**src/rtl/rbf_pkg.sv**
```systemverilog
package rbf_pkg;
  localparam int WORD_W = 32;
  localparam int PIX_W  = 24;
  localparam int HALF_W = WORD_W / 2;
  localparam int COMP_W = 8;
  localparam int NCOMP  = 3;
  localparam int NARR_W = 6;
  localparam int MASK_W = WORD_W / 8;
  localparam int IDX_W  = 2;
  localparam int CNT_W  = IDX_W + 1;

  localparam logic [1:0] WL_16  = 2'd0;
  localparam logic [1:0] WL_32  = 2'd3;
  localparam logic [1:0] BUS_8  = 2'd0;
  localparam logic [1:0] BUS_16 = 2'd1;
  localparam logic [1:0] BUS_18 = 2'd2;
  localparam logic [1:0] BUS_24 = 2'd3;

  function automatic logic cfg_bad(input logic [1:0] wl, input logic [1:0] bw,
                                   input logic [MASK_W-1:0] mask);
    logic bad;
    bad = 1'b0;
    if (wl != WL_16 && wl != WL_32) bad = 1'b1;
    if (wl == WL_32 && bw == BUS_8) bad = 1'b1;
    if (wl == WL_16 && mask != {MASK_W{1'b1}}) bad = 1'b1;
    return bad;
  endfunction

  function automatic logic [CNT_W-1:0] beats_for(input logic [1:0] wl, input logic [1:0] bw);
    if (wl == WL_16) return (bw == BUS_8) ? CNT_W'(4) : CNT_W'(2);
    return CNT_W'(1);
  endfunction
endpackage

```
**src/rtl/rbf_word_hold.sv**
```systemverilog
module rbf_word_hold #(
  parameter int W = rbf_pkg::WORD_W
) (
  input  logic         clk,
  input  logic         rst_n,
  input  logic         clear,
  input  logic         in_valid,
  output logic         in_ready,
  input  logic [W-1:0] in_data,
  input  logic         take,
  output logic         full,
  output logic [W-1:0] data
);
  assign in_ready = !clear && (!full || take);

  always_ff @(posedge clk or negedge rst_n) begin
    if (!rst_n) begin
      full <= 1'b0;
      data <= '0;
    end else if (clear) begin
      full <= 1'b0;
    end else if (in_valid && in_ready) begin
      full <= 1'b1;
      data <= in_data;
    end else if (take) begin
      full <= 1'b0;
    end
  end

  // a held word with beats left is neither replaced nor dropped
  p_hold_stable_r2: assert property (@(posedge clk) disable iff (!rst_n)
    (full && !take && !clear) |=> (full && $stable(data)));
endmodule

```
**src/rtl/rbf_beat_ctr.sv**
```systemverilog
module rbf_beat_ctr #(
  parameter int IDX_W = rbf_pkg::IDX_W,
  localparam int CNT_W = IDX_W + 1
) (
  input  logic             clk,
  input  logic             rst_n,
  input  logic             clear,
  input  logic             adv,
  input  logic [CNT_W-1:0] beats,
  output logic [IDX_W-1:0] idx,
  output logic             last
);
  assign last = ({1'b0, idx} == (beats - CNT_W'(1)));

  always_ff @(posedge clk or negedge rst_n) begin
    if (!rst_n)      idx <= '0;
    else if (clear)  idx <= '0;
    else if (adv)    idx <= last ? '0 : idx + IDX_W'(1);
  end

  // after the final beat of a word the position returns to the first beat
  p_wrap_r3: assert property (@(posedge clk) disable iff (!rst_n)
    (adv && last && !clear) |=> (idx == '0));

  // a clear always restarts at the first beat
  p_clear_restart_r12: assert property (@(posedge clk) disable iff (!rst_n)
    clear |=> (idx == '0));
endmodule

```
**src/rtl/rbf_pixel_map.sv**
```systemverilog
module rbf_pixel_map
  import rbf_pkg::*;
(
  input  logic [WORD_W-1:0] word,
  input  logic [IDX_W-1:0]  idx,
  input  logic [1:0]        wl,
  input  logic [1:0]        bw,
  input  logic              reduce,
  input  logic [NCOMP-1:0]  comp_en,
  output logic [PIX_W-1:0]  beat
);
  // 24-bit source path: gate, then narrow each component
  logic [COMP_W-1:0] comp8 [NCOMP];
  logic [NARR_W-1:0] comp6 [NCOMP];

  for (genvar c = 0; c < NCOMP; c++) begin : g_comp
    assign comp8[c] = comp_en[c] ? word[c*COMP_W +: COMP_W] : '0;
    assign comp6[c] = reduce ? comp8[c][NARR_W-1:0]
                             : comp8[c][COMP_W-1:COMP_W-NARR_W];
  end

  logic [PIX_W-1:0] full24, narrow18;
  assign full24   = {comp8[2], comp8[1], comp8[0]};
  assign narrow18 = {{(PIX_W-3*NARR_W){1'b0}}, comp6[2], comp6[1], comp6[0]};

  // RGB565 source path
  logic              upper_half;
  logic [HALF_W-1:0] px;
  logic [4:0]        r5, b5;
  logic [5:0]        g6;

  assign upper_half = (bw == BUS_8) ? idx[1] : idx[0];
  assign px = upper_half ? word[WORD_W-1:HALF_W] : word[HALF_W-1:0];
  assign r5 = px[15:11];
  assign g6 = px[10:5];
  assign b5 = px[4:0];

  logic [PIX_W-1:0] p565;
  always_comb begin
    unique case (bw)
      BUS_8:   p565 = {16'h0, (idx[0] ? px[7:0] : px[15:8])};
      BUS_16:  p565 = {8'h0, px};
      BUS_18:  p565 = {6'h0, r5, r5[4], g6, b5, b5[4]};
      default: p565 = {r5, r5[4:2], g6, g6[5:4], b5, b5[4:2]};
    endcase
  end

  always_comb begin
    if (wl == WL_16)        beat = p565;
    else if (bw == BUS_24)  beat = full24;
    else if (bw == BUS_8)   beat = '0;
    else                    beat = narrow18;
  end
endmodule

```
**src/rtl/rgb_bus_formatter.sv**
```systemverilog
module rgb_bus_formatter
  import rbf_pkg::*;
(
  input  logic              clk,
  input  logic              rst_n,
  input  logic              fifo_clear,
  input  logic [1:0]        cfg_word_len,
  input  logic [1:0]        cfg_bus_width,
  input  logic              cfg_reduce,
  input  logic [MASK_W-1:0] cfg_byte_mask,
  input  logic              word_valid,
  output logic              word_ready,
  input  logic [WORD_W-1:0] word_data,
  input  logic              pix_en,
  output logic              pix_strobe,
  output logic [PIX_W-1:0]  pix_data,
  output logic              cfg_error,
  output logic              underflow
);
  logic              hold_full, last_beat, beat_go, take, adv;
  logic [WORD_W-1:0] hold_data;
  logic [IDX_W-1:0]  beat_idx;
  logic [CNT_W-1:0]  beats;
  logic [PIX_W-1:0]  beat_val;

  assign cfg_error = cfg_bad(cfg_word_len, cfg_bus_width, cfg_byte_mask);
  assign beats     = beats_for(cfg_word_len, cfg_bus_width);
  assign beat_go   = pix_en && !cfg_error && !fifo_clear;
  assign adv       = beat_go && hold_full;
  assign take      = adv && last_beat;

  rbf_word_hold #(.W(WORD_W)) u_hold (
    .clk      (clk),
    .rst_n    (rst_n),
    .clear    (fifo_clear),
    .in_valid (word_valid),
    .in_ready (word_ready),
    .in_data  (word_data),
    .take     (take),
    .full     (hold_full),
    .data     (hold_data)
  );

  rbf_beat_ctr #(.IDX_W(IDX_W)) u_ctr (
    .clk   (clk),
    .rst_n (rst_n),
    .clear (fifo_clear),
    .adv   (adv),
    .beats (beats),
    .idx   (beat_idx),
    .last  (last_beat)
  );

  rbf_pixel_map u_map (
    .word    (hold_data),
    .idx     (beat_idx),
    .wl      (cfg_word_len),
    .bw      (cfg_bus_width),
    .reduce  (cfg_reduce),
    .comp_en (cfg_byte_mask[NCOMP-1:0]),
    .beat    (beat_val)
  );

  always_ff @(posedge clk or negedge rst_n) begin
    if (!rst_n) begin
      pix_strobe <= 1'b0;
      pix_data   <= '0;
      underflow  <= 1'b0;
    end else if (fifo_clear) begin
      pix_strobe <= 1'b0;
      underflow  <= 1'b0;
    end else if (beat_go) begin
      pix_strobe <= 1'b1;
      pix_data   <= hold_full ? beat_val : '0;
      if (!hold_full) underflow <= 1'b1;
    end else begin
      pix_strobe <= 1'b0;
    end
  end

  // an unsupported setting never produces a beat
  p_error_silent_r10: assert property (@(posedge clk) disable iff (!rst_n)
    (pix_en && cfg_error) |=> !pix_strobe);

  // a due beat with nothing held goes out as zero and flags underflow
  p_underflow_zero_r11: assert property (@(posedge clk) disable iff (!rst_n)
    (pix_en && !cfg_error && !fifo_clear && !hold_full) |=>
      (pix_strobe && pix_data == '0 && underflow));

  // the underflow flag holds until a clear
  p_underflow_sticky_r11: assert property (@(posedge clk) disable iff (!rst_n)
    (underflow && !fifo_clear) |=> underflow);

  // every strobe follows an enable given without a clear
  p_strobe_cause_r13: assert property (@(posedge clk) disable iff (!rst_n)
    pix_strobe |-> $past(pix_en && !fifo_clear));

  // a clear leaves nothing held and emits nothing
  p_clear_empties_r12: assert property (@(posedge clk) disable iff (!rst_n)
    fifo_clear |=> (!hold_full && !pix_strobe && !underflow));
endmodule

```
**config.mk**
```make
export PLATFORM = sky130hd
export DESIGN_NAME = rgb_bus_formatter
export DESIGN_NICKNAME = d
export VERILOG_FILES = /design/src/rtl/rbf_pkg.sv /design/src/rtl/rbf_word_hold.sv /design/src/rtl/rbf_beat_ctr.sv /design/src/rtl/rbf_pixel_map.sv /design/src/rtl/rgb_bus_formatter.sv
export SDC_FILE = /design/constraint.sdc
export NUM_CORES = 1
export LEC_CHECK = 0
export BUFFER_PORTS_ARGS = -buffer_cell sky130_fd_sc_hd__buf_2
export CAP_MARGIN = 30
export CORE_MARGIN = 8
export CORE_UTILIZATION = 40
export DETAILED_ROUTE_END_ITERATION = 10
export GPL_ROUTABILITY_DRIVEN = 0
export SLEW_MARGIN = 30
export SYNTH_ARGS = -nofsm -noshare
export SYNTH_HDL_FRONTEND = slang
export SYNTH_SLANG_ARGS = --single-unit
```
**constraint.sdc**
```tcl
create_clock -name clk -period 3.2 [get_ports clk]
set_input_delay 0.32 -clock clk [delete_from_list [all_inputs] [get_ports clk]]
set_output_delay 0.32 -clock clk [all_outputs]
set_load 0.05 [all_outputs]
```
==> out/metrics.cfg <==
[status]
status = completed

[worst_setup_path]
crit_cells = 5
r2r_cells = 5
path_class = reg -> out
crit_slowest_cell = dfrtp_1
cp_top_family = flip-flops
critical_path.endpoint = word_ready
cp_cell_sequence = or3_4 > a32o_1 > a31oi_4 > nor2_1 > buf_2
worstPathMaxFanout = 13
cpPeakStageDelay_ps = 590
worstSetupStartpoint = u_ctr.idx[1]$_DFFE_PN0P_
reg2reg_from = u_ctr.idx[1]$_DFFE_PN0P_
cp-end-kind = output pin
worstSetupStartpointType = register
critical_path_buf_inv_count = 1
r2r_slack_ps = 780
cp.required_ps = 2880
r2r_end = pix_data[0]$_DFFE_PN0P_
worst_ep_arrival_time_ps = 2190

[pwr]
p_total_mw = 2.598
max-vdd-ir-drop_uv = 248.8
p_per_area_nw_per_um2 = 536.4
p_leak_nw = 2.170

[placed_design]
hpwl_um = 9643
dpl-instance-area_um2 = 4593
portBuffers = 73

[final_layout]
layout_commonest_cell = buf_2
fin_area_um2 = 4843
nets = 528
antenna_cells = 0
fin_util = 0.4777
layout_common_cells = 72 x buf_2, 61 x dfrtp_1, 38 x o21ai_0
layout-drive-gt1-share = 0.3326
syn2layout_area_growth_pct = 18.02

[clocking]
clock-root-buffer = clkbuf_8
cts_sinks = 61
cts.path.max_buffers = 2
post_cts_buffers = 0
cts_tree = built
cts_resized = 0
cts_buffers = 9
h-tree-depth = 3
clkLatencyLatePin_ps = 350
cts.clk_slew.worst_paths_ps = 70

[floorplanning]
die_h_um = 117.3
die_x_um = 117.3
rows = 37
initial_core_util = 0.4048
core_um2 = 10140
die_area_um2 = 13760
num_io_pins = 74

[logic_synthesis]
synth_ff_type = dfrtp_1
syn_nets = 462
ys_seq_elements = 61
syn_area_um2 = 4104
ys_seq_area_frac = 0.3720
ys_types = 58
synthCells = 416
ys.warnings.count = 0
syn_avg_cell_area_um2 = 9.865
synthArstFlopShare = 1.000
synth_edf_count = 0

[timing]
report.final.hold_viol_count = 0
fin_crit_sh = 0.7855
grt_setup_unrepaired = no
period_minus_slack_ps = 2514
worstMarginPinSlew_ps = 795.3
max_freq_mhz = 397.8
slew_viol_final = 0
setup_viol = 0
fin_setup_tns_ps = 0
finalClockSkew_ps = 10.28
slew_headroom = 0.4561
timing.hold.ws_ps = 193.5

[global_routing]
first_global_vias = 3745
overflow = 0
grt_max_degree = 48
grt_antenna_before_repair = 0
grt_pass1_wl_um = 20530
grt_usage = 0.1991

[run]
max_cap_viol_count = 0

[detailed_routing]
routed_wl_um = 13170
drtAntennaViolNets = 0
vias_per_cell = 6.021
drt_first_iter_violations = 397
vias = 3751
drt_pass1_iterations = 5
wl_per_cell_um = 21.13
drc = 0

[min_path]
min-delay-path-class = in -> reg

[registers in the layout, indices dropped and copies added (netlist names)]
name	count
pix_data	24
u_hold.full	1
u_hold.data	32
u_ctr.idx	2
pix_strobe	1
underflow	1
[cells in the mapped netlist (3+ instances only)]
library cell / instances / area, um^2
mux2_4: 30 / 450.4
nor2b_1: 7 / 43.79
buf_2: 10 / 50.05
nor3_1: 9 / 45.04
o21ai_0: 38 / 190.2
a31oi_1: 7 / 43.79
o31ai_1: 4 / 30.03
a32o_1: 10 / 100.1
buf_6: 3 / 33.78
clkbuf_1: 16 / 60.06
a211o_1: 4 / 35.03
a21boi_0: 3 / 22.52
a221oi_1: 4 / 35.03
mux2i_1: 19 / 190.2
nand3_1: 13 / 65.06
nand2b_1: 4 / 25.02
inv_1: 8 / 30.03
dfrtp_1: 61 / 1526
o211ai_1: 7 / 52.55
mux2_2: 21 / 236.5
nand2_1: 35 / 131.4
a221o_1: 3 / 30.03
a21oi_1: 20 / 100.1
and2_1: 5 / 31.28
nor2_1: 26 / 97.59
a2111oi_0: 3 / 26.28
a211oi_1: 5 / 37.54
mux4_2: 3 / 67.56
[metrics by stage]
step                      std cells  setup slack (ps)
final                           623             686.4
after global routing            623             623.4
after CTS                       623             659.2
after detailed placement        606             743.5
after global placement          606             736.5
after floorplan                 416              1231
[where the power goes]
group / total [mW] / internal [mW] / switching (mW)
clock: 0.845 / 0.538 / 0.307
combinational: 0.707 / 0.316 / 0.391
sequential: 1.05 / 0.880 / 0.167
[metal layers]
| layer | routed length, um | global-route usage |
|---|---|---|
| met5 | 0 | 0 |
| met4 | 519 | 0.1160 |
| met3 | 1128 | 0.04772 |
| met2 | 5880 | 0.2951 |
| met1 | 5638 | 0.2588 |
[worst register-to-register path: cells and delay by family, from the launching register on]
kind                   cells  cell delay (ps)
DFF                        1              720
buffers and inverters      1              290
and+or+nand+nor            1               60
AOI/OAI and AO/OA          3             1240
[layout make-up]
cell class,instances,area (um^2)
flip-flops and latches,61,1526
clock inverters,4,95.09
inverters,8,30.03
multi-input cells,315,2389
repair buffers,87,488.0
fillers,974,5295
clock buffers,12,145.1
well taps,136,170.2
[repair_timing]
item	4_1_cts	5_1_grt
hold endpoints to repair	46	0
setup endpoints to repair	0	0
hold buffers	1	0
[how the worst min path moves through the flow]
stage / start / to / slack (ps) / cells after the start
floorplan: rst_n / pix_data[0]$_DFFE_PN0P_ / 20 / 0
global placement: pix_data[22]$_DFFE_PN0P_ / pix_data[22]$_DFFE_PN0P_ / 460 / 2
detailed placement: rst_n / u_hold.data[14]$_DFFE_PN0P_ / 370 / 1
CTS: word_data[3] / u_hold.data[3]$_DFFE_PN0P_ / 180 / 2
global route: word_data[8] / u_hold.data[8]$_DFFE_PN0P_ / 180 / 2
finish: word_data[3] / u_hold.data[3]$_DFFE_PN0P_ / 190 / 2
[kinds of logic (layout without fill, tap and decap cells)]
| family | Yosys count | after routing | synth area share |
|---|---|---|---|
| AO/OA/AOI/OAI | 130 | 130 | 0.2189 |
| AND/OR/NAND/NOR | 111 | 111 | 0.1308 |
| multiplexers | 73 | 73 | 0.2302 |
| flip-flops | 61 | 61 | 0.3720 |
| buffers and inverters | 40 | 111 | 0.04604 |
| XOR/XNOR | 1 | 1 | 0.002135 |
Note: power is estimated with default switching activity, not from simulation.
